$ cat config.mk
export PLATFORM = sky130hd
export DESIGN_NAME = tcp_prio
export DESIGN_NICKNAME = d
export VERILOG_FILES = /design/src/rtl/tcp_pkg.sv /design/src/rtl/tcp_mon.sv /design/src/rtl/tcp_clu.sv /design/src/rtl/tcp_rank.sv /design/src/rtl/tcp_prio.sv
export SDC_FILE = /design/constraint.sdc
export NUM_CORES = 2
export LEC_CHECK = 0
export ABC_CLOCK_PERIOD_IN_PS = 15700
export BUFFER_PORTS_ARGS = -buffer_cell sky130_fd_sc_hd__clkbuf_2
export CAP_MARGIN = 20
export CORE_ASPECT_RATIO = 1.75
export CORE_UTILIZATION = 60
export DETAILED_ROUTE_END_ITERATION = 16
export PLACE_DENSITY = 0.79
export SYNTH_ARGS = -nofsm -noshare
export SYNTH_HDL_FRONTEND = slang
export SYNTH_SLANG_ARGS = --single-unit
export TNS_END_PERCENT = 5
$ cat constraint.sdc
create_clock -name clk -period 15.7 [get_ports clk]
set_input_delay 3.14 -clock clk [delete_from_list [all_inputs] [get_ports clk]]
set_output_delay 3.14 -clock clk [all_outputs]
set_load 0.005 [all_outputs]
$ cat src/rtl/tcp_pkg.sv
package tcp_pkg;
    // threshold fraction resolution in bits (units of 1/256)
    localparam int FRAC_W = 8;
endpackage

$ cat src/rtl/tcp_mon.sv
module tcp_mon #(
    parameter int NTHR = 4,
    parameter int CW   = 20,
    parameter int BLPW = 3,
    parameter int AW   = 23
) (
    input  logic                 clk,
    input  logic                 rst_n,
    input  logic                 clr,
    input  logic [NTHR-1:0]      req_v,
    input  logic [NTHR-1:0]      hit_v,
    input  logic [NTHR*BLPW-1:0] blp_i,
    output logic [NTHR*CW-1:0]   req_acc,
    output logic [NTHR*CW-1:0]   hit_acc,
    output logic [NTHR*AW-1:0]   blp_acc
);
    // per-thread accumulators; outputs include the current cycle's sample
    for (genvar t = 0; t < NTHR; t++) begin : g_thr
        typedef struct packed {
            logic [CW-1:0] req;
            logic [CW-1:0] hit;
            logic [AW-1:0] blp;
        } acc_t;

        acc_t acc_d, acc_q;

        always_comb begin
            acc_d     = acc_q;
            acc_d.req = acc_q.req + CW'(req_v[t]);
            acc_d.hit = acc_q.hit + CW'(req_v[t] & hit_v[t]);
            acc_d.blp = acc_q.blp + (req_v[t] ? AW'(blp_i[t*BLPW +: BLPW]) : AW'(0));
        end

        assign req_acc[t*CW +: CW] = acc_d.req;
        assign hit_acc[t*CW +: CW] = acc_d.hit;
        assign blp_acc[t*AW +: AW] = acc_d.blp;

        always_ff @(posedge clk) begin
            if (!rst_n || clr) acc_q <= '0;
            else               acc_q <= acc_d;
        end
    end
endmodule

$ cat src/rtl/tcp_clu.sv
module tcp_clu
    import tcp_pkg::*;
#(
    parameter int NTHR = 4,
    parameter int CW   = 20,
    parameter int AW   = 23,
    parameter int RW   = 2,
    parameter int HW   = 3
) (
    input  logic [NTHR*CW-1:0] req_acc,
    input  logic [NTHR*CW-1:0] hit_acc,
    input  logic [NTHR*AW-1:0] blp_acc,
    input  logic [FRAC_W-1:0]  thr_i,
    output logic [NTHR-1:0]    light_o,
    output logic [NTHR*RW-1:0] lidx_o,
    output logic [NTHR*RW-1:0] hidx_o,
    output logic [HW-1:0]      hcnt_o
);
    localparam int SW = CW + $clog2(NTHR) + 1;
    localparam int PW = SW + FRAC_W;

    logic [CW-1:0] rq [NTHR];
    logic [CW-1:0] hc [NTHR];
    logic [AW-1:0] bp [NTHR];

    always_comb begin
        for (int t = 0; t < NTHR; t++) begin
            rq[t] = req_acc[t*CW +: CW];
            hc[t] = hit_acc[t*CW +: CW];
            bp[t] = blp_acc[t*AW +: AW];
        end
    end

    // cluster split by prefix sum over ascending request order
    logic [SW-1:0]   total;
    logic [SW-1:0]   pre [NTHR];
    logic [NTHR-1:0] lt;

    always_comb begin
        total = '0;
        for (int t = 0; t < NTHR; t++) total = total + SW'(rq[t]);
        for (int t = 0; t < NTHR; t++) begin
            pre[t] = '0;
            for (int j = 0; j < NTHR; j++) begin
                if (rq[j] < rq[t] || (rq[j] == rq[t] && j <= t))
                    pre[t] = pre[t] + SW'(rq[j]);
            end
            lt[t] = {pre[t], {FRAC_W{1'b0}}} <= (PW'(thr_i) * PW'(total));
        end
    end

    // niceness = bank-parallelism rank minus row-hit rank
    int nice [NTHR];

    always_comb begin
        for (int t = 0; t < NTHR; t++) begin
            int br;
            int hr;
            br = 0;
            hr = 0;
            for (int j = 0; j < NTHR; j++) begin
                if (bp[j] < bp[t]) br++;
                if (hc[j] < hc[t]) hr++;
            end
            nice[t] = br - hr;
        end
    end

    // positions inside each cluster
    always_comb begin
        int nh;
        nh = 0;
        for (int t = 0; t < NTHR; t++) begin
            int nl;
            int np;
            nl = 0;
            np = 0;
            for (int j = 0; j < NTHR; j++) begin
                if (j != t && lt[j] && (rq[j] < rq[t] || (rq[j] == rq[t] && j < t)))
                    nl++;
                if (j != t && !lt[j] && (nice[j] > nice[t] || (nice[j] == nice[t] && j < t)))
                    np++;
            end
            lidx_o[t*RW +: RW] = lt[t] ? RW'(nl) : RW'(0);
            hidx_o[t*RW +: RW] = lt[t] ? RW'(0) : RW'(np);
            if (!lt[t]) nh++;
        end
        hcnt_o  = HW'(nh);
        light_o = lt;
    end
endmodule

$ cat src/rtl/tcp_rank.sv
module tcp_rank #(
    parameter int NTHR = 4,
    parameter int RW   = 2,
    parameter int HW   = 3
) (
    input  logic [NTHR-1:0]    light,
    input  logic [NTHR*RW-1:0] lidx,
    input  logic [NTHR*RW-1:0] hidx,
    input  logic [HW-1:0]      hcnt,
    input  logic [RW-1:0]      step,
    output logic [NTHR*RW-1:0] rank_o
);
    // light threads above all heavy ones; shuffle promotes heavy position 'step'
    always_comb begin
        for (int t = 0; t < NTHR; t++) begin
            int lv;
            int p;
            int s;
            int h;
            p = int'(hidx[t*RW +: RW]);
            s = int'(step);
            h = int'(hcnt);
            if (light[t])    lv = NTHR - 1 - int'(lidx[t*RW +: RW]);
            else if (p == s) lv = h - 1;
            else if (p < s)  lv = h - 2 - p;
            else             lv = h - 1 - p;
            rank_o[t*RW +: RW] = RW'(lv);
        end
    end
endmodule

$ cat src/rtl/tcp_prio.sv
module tcp_prio
    import tcp_pkg::*;
#(
    parameter int NTHR = 4,
    parameter int QLEN = 1000000,
    parameter int SLEN = 1000,
    parameter int BLPW = 3
) (
    input  logic                 clk,
    input  logic                 rst_n,
    input  logic [NTHR-1:0]      req_v,
    input  logic [NTHR-1:0]      hit_v,
    input  logic [NTHR*BLPW-1:0] blp_i,
    input  logic [FRAC_W-1:0]    thr_i,
    output logic [NTHR*$clog2(NTHR)-1:0] rank_o
);
    localparam int RW  = $clog2(NTHR);
    localparam int HW  = $clog2(NTHR + 1);
    localparam int CW  = $clog2(QLEN + 1);
    localparam int AW  = CW + BLPW;
    localparam int QW  = $clog2(QLEN);
    localparam int SLW = $clog2(SLEN);

    typedef struct packed {
        logic [QW-1:0]      qcnt;
        logic [SLW-1:0]     scnt;
        logic [RW-1:0]      step;
        logic [NTHR-1:0]    light;
        logic [NTHR*RW-1:0] lidx;
        logic [NTHR*RW-1:0] hidx;
        logic [HW-1:0]      hcnt;
    } st_t;

    st_t st_d, st_q;
    logic bnd;

    logic [NTHR*CW-1:0] req_acc;
    logic [NTHR*CW-1:0] hit_acc;
    logic [NTHR*AW-1:0] blp_acc;
    logic [NTHR-1:0]    c_light;
    logic [NTHR*RW-1:0] c_lidx;
    logic [NTHR*RW-1:0] c_hidx;
    logic [HW-1:0]      c_hcnt;

    logic [NTHR-1:0]    light_w;
    logic [HW-1:0]      hcnt_w;
    logic [RW-1:0]      step_w;

    assign bnd     = (st_q.qcnt == QW'(QLEN - 1));
    assign light_w = st_q.light;
    assign hcnt_w  = st_q.hcnt;
    assign step_w  = st_q.step;

    tcp_mon #(.NTHR(NTHR), .CW(CW), .BLPW(BLPW), .AW(AW)) i_mon (
        .clk(clk), .rst_n(rst_n), .clr(bnd),
        .req_v(req_v), .hit_v(hit_v), .blp_i(blp_i),
        .req_acc(req_acc), .hit_acc(hit_acc), .blp_acc(blp_acc)
    );

    tcp_clu #(.NTHR(NTHR), .CW(CW), .AW(AW), .RW(RW), .HW(HW)) i_clu (
        .req_acc(req_acc), .hit_acc(hit_acc), .blp_acc(blp_acc), .thr_i(thr_i),
        .light_o(c_light), .lidx_o(c_lidx), .hidx_o(c_hidx), .hcnt_o(c_hcnt)
    );

    tcp_rank #(.NTHR(NTHR), .RW(RW), .HW(HW)) i_rank (
        .light(light_w), .lidx(st_q.lidx), .hidx(st_q.hidx),
        .hcnt(hcnt_w), .step(step_w), .rank_o(rank_o)
    );

    always_comb begin
        st_d = st_q;
        if (bnd) begin
            st_d.qcnt  = '0;
            st_d.scnt  = '0;
            st_d.step  = '0;
            st_d.light = c_light;
            st_d.lidx  = c_lidx;
            st_d.hidx  = c_hidx;
            st_d.hcnt  = c_hcnt;
        end else begin
            st_d.qcnt = st_q.qcnt + 1'b1;
            if (st_q.scnt == SLW'(SLEN - 1)) begin
                st_d.scnt = '0;
                if (int'(st_q.hcnt) > 1 && int'(st_q.step) + 1 < int'(st_q.hcnt))
                    st_d.step = st_q.step + 1'b1;
                else
                    st_d.step = '0;
            end else begin
                st_d.scnt = st_q.scnt + 1'b1;
            end
        end
    end

    always_ff @(posedge clk) begin
        if (!rst_n) begin
            st_q.qcnt  <= '0;
            st_q.scnt  <= '0;
            st_q.step  <= '0;
            st_q.light <= '1;
            st_q.hidx  <= '0;
            st_q.hcnt  <= '0;
            for (int t = 0; t < NTHR; t++) st_q.lidx[t*RW +: RW] <= RW'(t);
        end else begin
            st_q <= st_d;
        end
    end
endmodule

; ---- Word-level counts from Yosys, hierarchy flattened
; Index checks and enable logic that the tools add are counted.
[totals]
regBits = 307
out_inout_bits = 8
elab_cells = 342
[op_classes]
addsub = 91
multipliers = 1
order_cmp = 66
eq_ne = 18
muxes = 97
bitwise_logic = 5
n_reduce_logical = 45
[op_table]
columns = operator, count
row1 = $mux W32, 24
row2 = $lt A20 B20 Y1, 28
row3 = $add A32 B2 Y32 const B, 16
row4 = $gt A32 B32 Y1, 12
row5 = $lt A23 B23 Y1, 16
row6 = $add A23 B20 Y23, 9
row7 = $mux W23, 9
row8 = $eq A32 B32 Y1, 6
row9 = $sub A32 B32 Y32, 4
row10 = $le A31 B31 Y1, 4
row11 = $eq A20 B20 Y1, 6
row12 = $add A23 B23 Y23, 4
row13 = $add A20 B20 Y21, 4
row14 = $add A20 B1 Y20, 4
row15 = $add A20 B20 Y20, 4
row16 = $mux W2, 37
row17 = $mux W20, 3
row18 = $add A1 B1 Y2 const B, 17
row19 = $mul A8 B23 Y31, 1
row20 = $logic_and A1 B1 Y1, 25
row21 = $add A21 B20 Y22, 1
row22 = $mux W3, 7
row23 = $add A20 B1 Y20 const B, 1
row24 = $eq A20 B20 Y1 const B, 1
row25 = 21 further kinds, 80

; ---- Longest topological paths before layout
[depth]
ltp_word = 20
depth_mapped = 63

; ---- Hierarchy
; A second synthesis with hierarchy kept.
[hier_totals]
cells_unflattened = 6040
area_unflattened_um2 = 48647.9
[by_module_without_submodules]
columns = module, instances, cells_per_inst, area_per_inst_um2, seq_area_each_um2
row1 = tcp_clu, 1, 4262, 33094.2, 0.0
row2 = tcp_mon, 1, 1421, 12391.9, 5044.8
row3 = tcp_prio, 1, 273, 2539.9, 1101.1
row4 = tcp_rank, 1, 84, 621.8, 0.0

; ---- Worst setup path before layout
; OpenSTA, ideal clock, no wires.
[synth_path]
path_type = input -> register
start = input req_v[0]
end = register, netlist name st_q[3]
setup_time_ns = 0.117
arrival_ns = 15.145
path_slack_ns = 0.438
cell_stages = 57
n_path_buf = 3
cell_sequence = ha_1 -> nand2_1 -> nor3_2 -> xnor2_1 -> clkinv_1 -> ha_1 -> a21o_1 -> a21o_1 -> a211o_1 -> a2111oi_0 -> a31oi_1 -> clkbuf_1 -> clkbuf_1 -> buf_1 -> nor2_1 -> ha_1 -> inv_1 -> fa_1 -> (+21 left out) -> and2_1 -> o21ai_0 -> a21boi_0 -> xnor2_1 -> mux2_2 -> ha_1 -> nand3_1 -> nor3_1 -> and2_0 -> a221o_1 -> a211oi_1 -> a31oi_1 -> inv_1 -> or2_2 -> inv_1 -> ha_1 -> xor2_1 -> a22o_1
[synth_lines]
columns = item, line_no
row1 = "start, declared", tcp_prio.sv:11  ; input logic [NTHR-1:0] req_v,
row2 = $add A20 B1 Y20 (*), tcp_mon.sv:29  ; acc_d.req = acc_q.req + CW'(req_v[t]);
row3 = net i_clu.req_acc[9], tcp_clu.sv:10  ; input logic [NTHR*CW-1:0] req_acc,
row4 = branches (longest 16 deep; another with $mul A8 B23 Y31), -
row5 = $mux W2 (*), tcp_clu.sv:85  ; hidx_o[t*RW +: RW] = lt[t] ? RW'(0) : RW'(np);
; Mark *: on every way through the listed nets, which the timed path passes.
; A chain may end at the register's enable or synchronous reset.

; ---- Final worst setup path
[layout_path]
start = input req_v[0]
end = register st_q[15] (netlist bit)
[layout_between]
elab_chain_len = 15
[layout_rtl]
columns = item, line_no
row1 = $add A20 B1 Y20 (*), tcp_mon.sv:29
row2 = net i_clu.req_acc[1], tcp_clu.sv:10
row3 = branches (longest 13 deep; another with $mul A8 B23 Y31), -
row4 = $mux W2 (*), tcp_clu.sv:84  ; lidx_o[t*RW +: RW] = lt[t] ? RW'(nl) : RW'(0);
row5 = "end signal, assigned", tcp_prio.sv:104  ; st_q <= st_d;
row6 = "end, declared", tcp_prio.sv:34  ; st_t st_d, st_q;
; Marks and branches as above.

==> summary.txt <==
Setup path
  • Element type at the critical path start: primary input
  • Worst Setup End Kind: flip-flop
  • Most used cell, CP: ha_1
  • CP Data Arrival Time: roughly 16 ns
  • Max incr delay on CP: about 0.75 ns
  • Worst Path Max Fanout: 10
  • R2R setup slack: 2.98 ns
  • CP max-delay cell: o311ai_0
  • Kind of critical path: primary input to flip-flop
  • Critical Path RT: roughly 16 ns

Outcome
  • Status: finished, final reports clean

STA
  • Final setup margin: 0.643 ns
  • Tmin final: 15.06 ns
  • # setup viols final: 0
  • Relative slew slack: 0.200
  • Fmax: 66.4 MHz
  • Slew at the pin closest to its max-slew limit: 1.20 ns
  • Slew Limit Fails: 0
  • Final worst clock skew: 0.0182 ns
  • Final Hold Vio Count: 0
  • Final period utilization: 0.959

Clock network
  • CTS buffer count: 27
  • Clock transition at path regs: 0.07 ns
  • # H-tree levels: 1
  • Clk_lat worst skew: ~0.60 ns
  • CTS Hold Buffers Added: 0
  • CTS root buf: clkbuf_16
  • Clock sink total: 307
  • CTS tree: yes
  • Max clock buf depth: 3

Synth
  • Dominant synthesized flop cell: dfxtp_1
  • Syn Nets: 6865
  • Top cells by area, synth: ha_1 23%, dfxtp_1 13%, fa_1 7.1%
  • Largest area contributor in the netlist: ha_1
  • Post-synthesis sequential area ratio: 0.134
  • Synth top area share: 0.234
  • #FFs+latches synth: 307
  • Yosys warns: 0
  • Most frequent cell after synthesis: ha_1
  • Synth Area per Inst: 7.88 um2
  • Cell Area, Synth: 45800 um2
  • Commonest cells in the netlist: 858 x ha_1, 623 x nor2_1, 513 x inv_1
  • Share of flip-flops with an asynchronous set or reset: 0
  • Yosys cell types: 102
  • EDFF count, synth: 0
  • Mapped Cells: 5815

Drt
  • Met3 WL post-DR: 9450 um
  • First DRT Iteration DRCs: 2956
  • DRC violations left: 0
  • Final WL: 158000 um
  • Met1 WL: 50100 um
  • Vias post-DR: 44844
  • Drt pass-1 iters: 7
  • WL met2: 77900 um
  • Top routing layer in use: met5
  • Via density: 6.25
  • Detail Route Antenna Nets: 0
  • Routed len/inst: roughly 22 um

Worst hold path
  • Hold Path Class: flip-flop to flip-flop

Global routing
  • Global-route wire length before repair: 244000 um
  • Largest net degree at the start of global routing: 88
  • Global Route Usage Sum: 0.409
  • Initial antenna violation count: 5
  • Grt total ovfl: 0
  • Vias in the first global route: 46623

Floorplan
  • Die height: 367 um
  • Initial core utilization: 0.608
  • Die Footprint: 77500 um2
  • Die width: 211 um
  • Row count: 133
  • Core area: 75400 um2
  • Num ports: 38

Power and ir drop
  • PwrDens: 118 nW/um2
  • Max VDD drop: ~0.13 mV
  • Lkg Pwr: 0.0258 uW
  • Design Power: between 5000 and 6000 uW

Placement
  • Gp weighted congestion: 1.06
  • DP HPWL: 130000 um
  • Pre-CTS setup slack: -0.161 ns
  • Port Buf Inserts: 37

Finish
  • Layout fillers: about 6500
  • Final-stage net count: between 7000 and 8000
  • Share of cells above drive strength 1: 0.0971
  • Area growth from synthesis to layout: 10.7%

Flow run
  • Max-cap violations: 0
## timing repair
action,in CTS,in global routing
endpoints found under the setup margin,0,19
gates resized for setup,0,20
setup buffers,0,1
## where the power goes
group | internal [uW] | switching, uW
clock network | 377 | 333
logic | 1820 | 2670
registers | 787 | 7.35
## through the flow
stage	instances	hold WS, ns	area [um2]	utilization	setup TNS [ns]
3_5_place_dp	7122	0.448	49700	0.660	-1.30
4_1_cts	7172	0.459	50600	0.671	0
5_1_grt	7174	0.472	50700	0.673	-0.136
3_3_place_gp	7122	0.429	49700	0.660	-0.0321
2_1_floorplan	5815	0.418	45800	-	0
6_report	7175	0.450	50700	0.673	0
## final cells by class
class                   count  area, um2  area share
repair buffers            423       3100      0.0610
multi-input cells        4855      37300       0.736
diodes                      2       5.00   0.0000987
well taps                1012       1270      0.0250
clock inverters            11        126     0.00249
inverters                 526       1970      0.0389
clock buffers              39        771      0.0152
flip-flops and latches    307       6150       0.121
## cell families after synthesis
family          Yosys count  share of synthesized area
buf+inv                 653                     0.0539
xor+xnor                556                      0.107
flops                   307                      0.134
compound gates         1261                      0.174
mux                      53                     0.0127
fa+ha+maj              1032                      0.308
simple gates           1953                      0.210
## metal layers
layer | up-vias | global-route usage
li1 | 20999 | -
met1 | 21135 | 0.357
met2 | 1774 | 0.735
met3 | 930 | 0.0755
met4 | 6 | 0.458
met5 | - | 0
## flip-flops by register name, indices dropped and copies added, names as in the netlist
register,flops
i_mon.g_thr.acc_q,252
st_q,46
light_w,4
hcnt_w,3
step_w,2
## worst paths after layout
kind | startpoint | end | cells past startpoint
worst min-delay path | st_q[25] | st_q[25] | 1
worst min register to register | st_q[25] | st_q[25] | 1
worst max register to register | i_mon.g_thr[0].acc_q[44] | st_q[3] | 60
worst max-delay path | req_v[0] | st_q[15] | 54
## layout by cell type (no fill, tap or decap), types with 87 or more instances in the layout
master and instances:
xnor2_1 351, nor2b_1 89, o21bai_1 90, a21oi_1 408
nor2_1 622, dfxtp_1 307, xor2_1 201, nand4_1 129
nor3_1 87, and3_1 106, buf_4 385, and2_1 175
ha_1 858, nand3_1 157, a21o_1 173, inv_1 513
fa_1 162, o21ai_0 248, nand2_1 366
## worst max-delay path, delay by kind of cell
kind                       cells  cell delay [ns]
AOI/OAI and AO/OA             24             5.13
adders and majority gates     11             4.40
and+or+nand+nor               10             1.31
buffers and inverters          5             0.72
xor gates and xnor gates       3             0.70
muxes                          1             0.18
No activity file was read; power rests on OpenSTA's default activity.
